--- src/rtl/freq_regbank_pkg.sv ---
package freq_regbank_pkg;
  localparam int unsigned BYTE_W_DEF     = 8;
  localparam int unsigned ADDR_W_DEF     = 4;
  localparam int unsigned WORD_BYTES_DEF = 6;
  localparam int unsigned SYNC_DEF       = 2;
endpackage

--- src/rtl/frb_rst_sync.sv ---
module frb_rst_sync (
  input  logic clk,
  input  logic rst_n,
  output logic rst_n_sync
);
  logic [1:0] stage_q;
  logic [1:0] stage_d;

  always_comb stage_d = {stage_q[0], 1'b1};

  always_ff @(posedge clk or negedge rst_n) begin
    if (!rst_n) stage_q <= '0;
    else        stage_q <= stage_d;
  end

  assign rst_n_sync = stage_q[1];
endmodule

--- src/rtl/frb_edge_sync.sv ---
module frb_edge_sync #(
  parameter int unsigned STAGES = 2
) (
  input  logic clk,
  input  logic rst_ni,
  input  logic async_in,
  output logic rise_pulse
);
  logic [STAGES-1:0] sync_q;
  logic [STAGES-1:0] sync_d;
  logic              prev_q;
  logic              prev_d;

  always_comb begin
    sync_d = {sync_q[STAGES-2:0], async_in};
    prev_d = sync_q[STAGES-1];
  end

  always_ff @(posedge clk or negedge rst_ni) begin
    if (!rst_ni) begin
      sync_q <= '0;
      prev_q <= 1'b0;
    end else begin
      sync_q <= sync_d;
      prev_q <= prev_d;
    end
  end

  assign rise_pulse = sync_q[STAGES-1] & ~prev_q;

  // one action per rising edge
  assert_single_pulse_R9: assert property (@(posedge clk) disable iff (!rst_ni)
    rise_pulse |=> !rise_pulse);
endmodule

--- src/rtl/frb_shadow_bank.sv ---
module frb_shadow_bank #(
  parameter int unsigned BYTE_W     = 8,
  parameter int unsigned ADDR_W     = 4,
  parameter int unsigned WORD_BYTES = 6
) (
  input  logic                     clk,
  input  logic                     rst_ni,
  input  logic                     wr_pulse,
  input  logic                     wr_en,
  input  logic [ADDR_W-1:0]        wr_addr,
  input  logic [BYTE_W-1:0]        wr_data,
  output logic [2*WORD_BYTES*BYTE_W-1:0] shadow_q,
  output logic [2*WORD_BYTES*BYTE_W-1:0] shadow_d
);
  localparam int unsigned SLOTS   = 2 * WORD_BYTES;
  localparam int unsigned TOTAL_W = SLOTS * BYTE_W;

  logic wr_go;
  logic [SLOTS-1:0] slot_hit;

  assign wr_go = wr_pulse & wr_en;

  for (genvar g = 0; g < SLOTS; g++) begin : g_slot
    assign slot_hit[g] = wr_go && (wr_addr == ADDR_W'(g));
    always_comb begin
      shadow_d[g*BYTE_W +: BYTE_W] = slot_hit[g] ? wr_data
                                                 : shadow_q[g*BYTE_W +: BYTE_W];
    end
  end

  always_ff @(posedge clk or negedge rst_ni) begin
    if (!rst_ni) shadow_q <= '0;
    else         shadow_q <= shadow_d;
  end

  // gated or absent write leaves shadow untouched
  assert_no_write_without_enable_R2: assert property (@(posedge clk) disable iff (!rst_ni)
    !(wr_pulse && wr_en) |=> $stable(shadow_q));
  // addresses past the last slot are dropped
  assert_high_addr_ignored_R5: assert property (@(posedge clk) disable iff (!rst_ni)
    (wr_pulse && wr_en && (int'(wr_addr) >= SLOTS)) |=> $stable(shadow_q));
  // at most one slot per write
  assert_one_slot_R3: assert property (@(posedge clk) disable iff (!rst_ni)
    $onehot0(slot_hit));

  logic unused_w;
  assign unused_w = ^TOTAL_W;
endmodule

--- src/rtl/frb_live_bank.sv ---
module frb_live_bank #(
  parameter int unsigned TOTAL_W = 96
) (
  input  logic               clk,
  input  logic               rst_ni,
  input  logic               commit_pulse,
  input  logic [TOTAL_W-1:0] shadow_d,
  output logic [TOTAL_W-1:0] live_q
);
  logic [TOTAL_W-1:0] live_d;

  always_comb live_d = commit_pulse ? shadow_d : live_q;

  always_ff @(posedge clk or negedge rst_ni) begin
    if (!rst_ni) live_q <= '0;
    else         live_q <= live_d;
  end

  // live words hold between commits
  assert_hold_without_commit_R6: assert property (@(posedge clk) disable iff (!rst_ni)
    !commit_pulse |=> $stable(live_q));
  // commit takes the shadow value including a same-cycle write
  assert_commit_copies_R8: assert property (@(posedge clk) disable iff (!rst_ni)
    commit_pulse |=> (live_q == $past(shadow_d)));
endmodule

--- src/rtl/freq_regbank_top.sv ---
module freq_regbank_top
  import freq_regbank_pkg::*;
#(
  parameter int unsigned BYTE_W      = BYTE_W_DEF,
  parameter int unsigned ADDR_W      = ADDR_W_DEF,
  parameter int unsigned WORD_BYTES  = WORD_BYTES_DEF,
  parameter int unsigned SYNC_STAGES = SYNC_DEF
) (
  input  logic                         clk,
  input  logic                         rst_n,
  input  logic [BYTE_W-1:0]            host_data,
  input  logic [ADDR_W-1:0]            host_addr,
  input  logic                         host_wr,
  input  logic                         host_wen,
  input  logic                         commit_in,
  output logic [WORD_BYTES*BYTE_W-1:0] center_word,
  output logic [WORD_BYTES*BYTE_W-1:0] offset_word
);
  localparam int unsigned WORD_W  = WORD_BYTES * BYTE_W;
  localparam int unsigned TOTAL_W = 2 * WORD_W;

  logic               rst_ni;
  logic               wr_pulse;
  logic               commit_pulse;
  logic [TOTAL_W-1:0] shadow_q;
  logic [TOTAL_W-1:0] shadow_d;
  logic [TOTAL_W-1:0] live_q;

  frb_rst_sync u_rst (
    .clk        (clk),
    .rst_n      (rst_n),
    .rst_n_sync (rst_ni)
  );

  frb_edge_sync #(.STAGES(SYNC_STAGES)) u_wr_edge (
    .clk        (clk),
    .rst_ni     (rst_ni),
    .async_in   (host_wr),
    .rise_pulse (wr_pulse)
  );

  frb_edge_sync #(.STAGES(SYNC_STAGES)) u_commit_edge (
    .clk        (clk),
    .rst_ni     (rst_ni),
    .async_in   (commit_in),
    .rise_pulse (commit_pulse)
  );

  frb_shadow_bank #(
    .BYTE_W     (BYTE_W),
    .ADDR_W     (ADDR_W),
    .WORD_BYTES (WORD_BYTES)
  ) u_shadow (
    .clk      (clk),
    .rst_ni   (rst_ni),
    .wr_pulse (wr_pulse),
    .wr_en    (host_wen),
    .wr_addr  (host_addr),
    .wr_data  (host_data),
    .shadow_q (shadow_q),
    .shadow_d (shadow_d)
  );

  frb_live_bank #(.TOTAL_W(TOTAL_W)) u_live (
    .clk          (clk),
    .rst_ni       (rst_ni),
    .commit_pulse (commit_pulse),
    .shadow_d     (shadow_d),
    .live_q       (live_q)
  );

  assign center_word = live_q[WORD_W-1:0];
  assign offset_word = live_q[TOTAL_W-1:WORD_W];

  // reset clears outputs
  assert_reset_clears_R1: assert property (@(posedge clk)
    !rst_ni |=> (center_word == '0 && offset_word == '0));

  logic unused_shadow;
  assign unused_shadow = ^shadow_q;
endmodule

--- config.mk ---
export PLATFORM = sky130hd
export DESIGN_NAME = freq_regbank_top
export DESIGN_NICKNAME = d
export VERILOG_FILES = /design/src/rtl/freq_regbank_pkg.sv /design/src/rtl/frb_rst_sync.sv /design/src/rtl/frb_edge_sync.sv /design/src/rtl/frb_shadow_bank.sv /design/src/rtl/frb_live_bank.sv /design/src/rtl/freq_regbank_top.sv
export SDC_FILE = /design/constraint.sdc
export NUM_CORES = 1
export LEC_CHECK = 0
export BUFFER_PORTS_ARGS = -buffer_cell sky130_fd_sc_hd__buf_4
export CORE_AREA = 2 2 154 187
export DETAILED_ROUTE_END_ITERATION = 12
export DIE_AREA = 0 0 156 189
export PLACE_DENSITY = 0.49
export SYNTH_ARGS = -nofsm -noshare
export SYNTH_HDL_FRONTEND = slang
export SYNTH_SLANG_ARGS = --single-unit
--- constraint.sdc ---
create_clock -name clk -period 15.7 [get_ports clk]
set_input_delay 1.57 -clock clk [delete_from_list [all_inputs] [get_ports clk]]
set_output_delay 1.57 -clock clk [all_outputs]
set_load 0.01 [all_outputs]
==> impl_metrics.py, run 1 <==
metrics = {
    "worst_setup_path": {
        "worstPathCellList": "buf_4 -> or3b_1 -> or3_1 -> a31oi_1",
        "cp-start-kind": "input port",
        "path_class": "in2reg",
        "crit_path_max_fanout": 45,
        "regToRegStartpoint": "u_commit_edge.sync_q[1]$_DFF_PN0_",
        "arrival_ns": 3.37,
        "endpoint_kind": "flop",
        "r2r_setup_slack_ns": 13.29,
        "critical_path_depth": 4,
        "cp.buffers_inverters": 1,
        "slowest_delay_ns": 0.76,
        "cp.required_ns": 16.05,
        "slowest_stage": "or3b_1",
        "r2r_end": "u_live.live_q[47]$_DFFE_PN0P_",
        "r2r_cells": 5,
        "path_delay_family": "simple AND/OR/NAND/NOR gates",
    },
    "floorplanning": {
        "chipHeight_um": 189,
        "num_rows": 67,
        "core_area_mm2": 0.0276,
        "die_width_um": 156,
        "num_io_pins": 113,
        "start_util": 0.297,
        "die_area_mm2": 0.0295,
    },
    "synthesis": {
        "synth_top_family_by_area": "compound AO/OA/AOI/OAI gates",
        "synth_simple_gate_area_share": 0.131,
        "ys_seq_area_frac": 0.611,
        "synth_warnings": 0,
        "avgSynthCellArea_um2": 10.2,
        "synth_xor_area_frac": 0,
        "synthMuxAreaShare": 0.00596,
        "yosys.cell_types.count": 38,
        "synth_seq_cells": 200,
        "syn-num-nets": 818,
        "synth_compound_area_frac": 0.210,
        "synth_cells": 801,
        "synth_fa_ha_area_frac": 0,
        "syn_area_mm2": 0.00819,
    },
    "sta": {
        "rsz0062_at_grt": "false",
        "setup_slack_ns": 12.69,
        "relSlewSlack": 0.301,
        "finalCritPeriodShare": 0.192,
        "max_freq_mhz": 332,
        "min_period_ns": 3.01,
        "skew_ns": 0.0112,
        "holdWs_ns": 0.331,
        "slew_violations": 0,
        "finalSetupViolCount": 0,
        "tns_ns": 0,
        "hold_violations": 0,
        "worstMarginPinSlew_ns": 1.05,
    },
    "clock_tree": {
        "cts_tree": "yes",
        "holdBufCountCts": 0,
        "clockBufferDepth": 2,
        "cts-resized-gates": 0,
        "htreeDepth": 4,
        "insertion_delay_ns": 0.44,
        "post_cts_buffers": 0,
        "cts_root_buffer": "clkbuf_16",
        "cts-buffers-inserted": 17,
        "path_clk_slew_ns": 0.08,
        "clock_sinks": 200,
    },
    "finish": {
        "post-route-util": 0.357,
        "area_growth_pct": 20.3,
        "fin_nets": 881,
        "layout-drive-gt1-share": 0.193,
        "fin_area_mm2": 0.00985,
    },
    "routing": {
        "routed_wirelength_um": 24700,
        "num_vias": 6458,
        "route.detailed.drc": 0,
        "ant_nets": 0,
        "viasPerCell": 5.28,
        "routedWlPerCell_um": 20.2,
        "drtIter0Drc": 507,
        "first_pass_iters": 5,
    },
    "global_route": {
        "grt.total_usage": 0.169,
        "gr-total-overflow": 0,
        "antenna_found_initial": 0,
        "grt_pass1_wl_um": 38000,
        "grt_pass1_vias": 6176,
        "grt_max_degree": 90,
    },
    "pwr": {
        "p_comb_frac": 0.151,
        "internal_power_uw": 906,
        "p_switching_uw": 353,
        "power_frac_clock": 0.363,
        "peakVddDrop_mv": 0.0623,
        "seqPwrFrac": 0.486,
        "power.density_mw_per_mm2": 128,
        "p_sw_frac": 0.280,
        "leakage_nw": 4.44,
    },
    "hold_path": {
        "hold_class": "reg2async",
    },
    "run_status": {
        "status": "completed",
    },
    "placed_design": {
        "portBuffers": 112,
        "gp_congestion": 0.751,
        "place_ws_ns": 12.26,
        "dpl.hpwl_um": 15600,
        "dpl-instance-area_mm2": 0.00924,
    },
    "job": {
        "drv_cap": 0,
    },
}
## cells in the mapped netlist
| cell type | instances | share of area |
|---|---|---|
| or3b_1 | 1 | 0.0011 |
| mux2_4 | 1 | 0.0018 |
| dfrtp_1 | 200 | 0.61 |
| nand4b_1 | 2 | 0.0021 |
| o31ai_1 | 31 | 0.028 |
| nand4_1 | 16 | 0.012 |
| o21ai_0 | 101 | 0.062 |
| nand3b_1 | 2 | 0.0018 |
| o211ai_1 | 12 | 0.011 |
| mux2_2 | 3 | 0.0041 |
| nor2_1 | 94 | 0.043 |
| a21bo_2 | 3 | 0.0037 |
| nand2b_1 | 1 | 0.00076 |
| and4b_1 | 2 | 0.0024 |
| o21ai_1 | 4 | 0.0024 |
| nor4bb_1 | 3 | 0.0037 |
| nand4bb_1 | 3 | 0.0041 |
| or3b_2 | 1 | 0.0011 |
| nor2b_1 | 8 | 0.0061 |
| a31oi_1 | 68 | 0.052 |
| buf_1 | 3 | 0.0014 |
| clkbuf_1 | 68 | 0.031 |
| nand2_1 | 65 | 0.030 |
| or2_1 | 1 | 0.00076 |
| buf_2 | 4 | 0.0024 |
| or3_1 | 11 | 0.0084 |
| inv_1 | 6 | 0.0027 |
| a41oi_1 | 8 | 0.0086 |
| nand3_1 | 8 | 0.0049 |
| conb_1 | 1 | 0.00046 |
| nor4b_1 | 4 | 0.0043 |
| and4bb_2 | 1 | 0.0015 |
| buf_6 | 3 | 0.0041 |
| or4b_4 | 1 | 0.0017 |
| or2_2 | 1 | 0.00076 |
| o31a_1 | 13 | 0.014 |
| a21oi_1 | 46 | 0.028 |
| clkinv_1 | 1 | 0.00046 |
## metrics by stage
stage	cells	power, mW
finish	1224	1.26
global route	1222	1.32
CTS	1222	1.28
detailed placement	1190	0.816
global placement	1190	0.813
floorplan	801	0.719
## cell usage in the layout (no fill, tap or decap), types with 3 or more instances in the layout
| master | n |
|---|---|
| a21bo_2 | 3 |
| a21oi_1 | 46 |
| a31oi_1 | 68 |
| a41oi_1 | 8 |
| buf_4 | 122 |
| clkbuf_16 | 17 |
| dfrtp_1 | 199 |
| inv_1 | 6 |
| inv_6 | 5 |
| mux2_2 | 3 |
| nand2_1 | 65 |
| nand3_1 | 8 |
| nand4_1 | 16 |
| nor2_1 | 94 |
| nor2b_1 | 7 |
| nor4b_1 | 4 |
| nor4bb_1 | 3 |
| o211ai_1 | 12 |
| o21ai_0 | 101 |
| o21ai_1 | 4 |
| o31a_1 | 13 |
| o31ai_1 | 31 |
| or3_1 | 11 |
## kinds of logic after synthesis
kind of cell / after synthesis
DFF: 200
AOI/OAI and AO/OA: 286
buffers and inverters: 85
muxes: 4
and+or+nand+nor: 225
other: 1
## worst max path at each step
stage                               start  slack [ns]                        endpoint
2_1_floorplan  u_rst.stage_q[1]$_DFF_PN0_        9.71  u_commit_edge.prev_q$_DFF_PN0_
3_3_place_gp                 host_addr[0]       12.31   u_live.live_q[30]$_DFFE_PN0P_
3_5_place_dp                 host_addr[0]       12.26   u_live.live_q[10]$_DFFE_PN0P_
4_1_cts                      host_addr[0]       12.72   u_live.live_q[10]$_DFFE_PN0P_
5_1_grt                      host_addr[0]       12.62   u_live.live_q[10]$_DFFE_PN0P_
6_report                     host_addr[0]       12.69   u_live.live_q[10]$_DFFE_PN0P_
## flip-flops by register name, indices dropped and copies added (netlist names)
name	flops
u_commit_edge.prev_q	1
u_commit_edge.sync_q	2
u_live.live_q	96
u_rst.stage_q	2
u_shadow.shadow_q	96
u_wr_edge.prev_q	1
u_wr_edge.sync_q	2
## power groups by stage
stage	combinational (mW)	sequential, mW	clock, mW
after CTS	0.193	0.614	0.468
after detailed placement	0.192	0.624	0
final	0.190	0.612	0.458
after global routing	0.212	0.620	0.488
after floorplan	0.0877	0.631	0
after global placement	0.190	0.623	0
## per-layer routing
layer / GRT usage / part of all wire
met1: 0.241 / 0.47
met2: 0.264 / 0.47
met3: 0.0249 / 0.042
met4: 0.0543 / 0.017
met5: 0 / 0
## worst reg2reg max path, cell delays in order, from the launching register on
cell	delay, ns
dfrtp_1	0.39
nor2b_4	0.15
buf_4	0.59
buf_4	0.83
o31a_1	0.29
a21oi_1	0.06
## final cells by class
cell class	count	area [um^2]
fillers	2760	17700
inverters	7	26.3
well taps	345	432
clock inverters	13	156
clock buffers	19	453
flip-flops and latches	200	5010
multi-input cells	516	2860
repair buffers	122	916
diodes	2	5.00
(Power assumes the default switching activity.)
==> run 2: changes to the inputs <==
clock period = 2.8 ns   (was 15.7 ns; I/O delays follow)
==> run 2 against run 1 <==
Against the previous run: via count increased by 0.87%; clock power grew to 5.7 times the previous value; wire length shrank 0.11%; die area is the same; worst setup slack lost 12 ns; non-clock buffer count rose by 22; count of clock-buffer cells in the layout up 1; worst hold slack lost 0.19 ns; final area is 2.7% higher; sequential share of layout area shrank 1.3 points; combinational power grew to 5.8 times the previous value; sequential power rose to 5.6 times the previous value.
==> impl_metrics.py, run 2 (synthesis gave the netlist of run 1 again) <==
metrics = {
    "run_status": {
        "status": "completed",
    },
    "pwr": {
        "peakVddDrop_mv": 0.390,
        "power.density_mw_per_mm2": 708,
        "leakage_nw": 4.58,
        "p_total_mw": 7.16,
    },
    "floorplanning": {
        "num_io_pins": 113,
        "chipHeight_um": 189,
        "die_width_um": 156,
        "die_area_mm2": 0.0295,
        "start_util": 0.297,
        "num_rows": 67,
        "core_area_mm2": 0.0276,
    },
    "sta": {
        "hold_violations": 0,
        "skew_ns": 0.0102,
        "relSlewSlack": 0.383,
        "setup_slack_ns": 0.894,
        "finalSetupViolCount": 0,
        "finalCritPeriodShare": 0.681,
        "min_period_ns": 1.91,
        "tns_ns": 0,
        "rsz0062_at_grt": "false",
        "slew_violations": 0,
        "worstMarginPinSlew_ns": 0.924,
        "max_freq_mhz": 525,
        "holdWs_ns": 0.139,
    },
    "clock_tree": {
        "cts_tree": "yes",
        "cts_root_buffer": "clkbuf_16",
        "clock_sinks": 200,
        "insertion_delay_ns": 0.43,
        "path_clk_slew_ns": 0.07,
        "cts-buffers-inserted": 17,
        "clockBufferDepth": 2,
        "htreeDepth": 4,
        "cts-resized-gates": 0,
    },
    "global_route": {
        "grt_pass1_wl_um": 39400,
        "grt_max_degree": 59,
        "gr-total-overflow": 0,
        "grt_pass1_vias": 6488,
        "antenna_found_initial": 1,
        "grt.total_usage": 0.174,
    },
    "placed_design": {
        "portBuffers": 112,
        "dp.cells": 1209,
        "gp_congestion": 0.736,
        "place_ws_ns": 0.696,
        "dpl-instance-area_mm2": 0.00947,
        "dpl.hpwl_um": 16400,
    },
    "finish": {
        "layout-drive-gt1-share": 0.206,
        "fin_area_mm2": 0.0101,
        "layout_common_cells": "199 x dfrtp_1, 134 x buf_4, 101 x o21ai_0",
        "post-route-util": 0.367,
        "area_growth_pct": 23.5,
        "reg_top3": "u_live.live_q (96), u_shadow.shadow_q (96)",
        "final_common_cell": "dfrtp_1",
        "post_layout_nonfiller_instances": 1243,
        "seqCellArea_mm2": 0.00501,
        "fin_nets": 903,
        "diodes": 0,
        "multi_input_area_mm2": 0.00286,
        "fillers": 2780,
    },
    "routing": {
        "routed.top_layer": "met4",
        "drtIter0Drc": 422,
        "first_pass_iters": 4,
        "num_vias": 6514,
        "routedWlPerCell_um": 19.9,
        "wl_met3_um": 1300,
        "routed_wirelength_um": 24700,
        "viasPerCell": 5.24,
        "wirelength_met1_um": 11100,
        "dr_wl_met2_um": 11900,
        "ant_nets": 0,
        "route.detailed.drc": 0,
    },
    "worst_setup_path": {
        "arrival_ns": 2.26,
        "endpoint_kind": "flop",
        "slowest_delay_ns": 0.54,
        "cp.required_ns": 3.16,
        "path_class": "reg2reg",
        "cp-start-kind": "flop",
        "slowest_stage": "nand4bb_2",
        "crit_path_max_fanout": 12,
        "worstPathCellList": "nand4bb_2 -> buf_4 -> or3_1 -> a31oi_1",
    },
    "job": {
        "drv_cap": 0,
    },
    "hold_path": {
        "hold_class": "in2reg",
    },
}
[run 2: cell count changes in the layout (fill, tap and decap cells not counted), moves of 2 or more]
cell	change
inv_8	-2
clkinv_2	+2
buf_12	+7
diode_2	-2
inv_6	-2
buf_4	+12
dlygate4sd3_1	+3
bufinv_16	+2
clkbuf_1	+2
[run 2: final timing paths]
path	slack, ns	from	cells past startpoint	to
max in group asynchronous	1.55	u_rst.stage_q[1]$_DFF_PN0_	2	u_live.live_q[91]$_DFFE_PN0P_
setup reg to reg	0.89	u_wr_edge.prev_q$_DFF_PN0_	4	u_live.live_q[13]$_DFFE_PN0P_
hold reg to reg	0.35	u_rst.stage_q[1]$_DFF_PN0_	0	u_live.live_q[62]$_DFFE_PN0P_
min in group asynchronous	0.16	rst_n	2	u_rst.stage_q[1]$_DFF_PN0_
hold / removal	0.14	host_data[7]	2	u_shadow.shadow_q[95]$_DFF_PN0_
setup / recovery	0.89	u_wr_edge.prev_q$_DFF_PN0_	4	u_live.live_q[13]$_DFFE_PN0P_
[run 2: critical path: cells and delay by family, from the launching register on]
family,cells,cell delay (ns)
flops,1,0.44
simple gates,2,0.91
buf+inv,1,0.34
compound gates,1,0.14
[run 2: final cells by class]
class / count / share of cell area
Timing Repair Buffer: 144 / 0.116
Clock buffer: 20 / 0.0442
Sequential cell: 200 / 0.495
Multi-Input combinational cell: 516 / 0.282
Inverter: 7 / 0.00260
Clock inverter: 11 / 0.0168
Tap cell: 345 / 0.0427
[run 2: layer usage]
metal,global-route usage,vias up
met2,0.273,168
met3,0.0336,27
met4,0.0533,0
met1,0.245,3267
met5,0,-
li1,-,3052
[run 2: power by group]
group | total [mW] | switching, mW | internal [mW]
clock | 2.63 | 1.11 | 1.52
combinational | 1.10 | 0.619 | 0.477
sequential | 3.44 | 0.194 | 3.24
[run 2: repair_timing]
item / in CTS / in global routing
hold endpoints to repair: 4 / 0
hold buffers: 3 / 0
setup buffers: 0 / 0
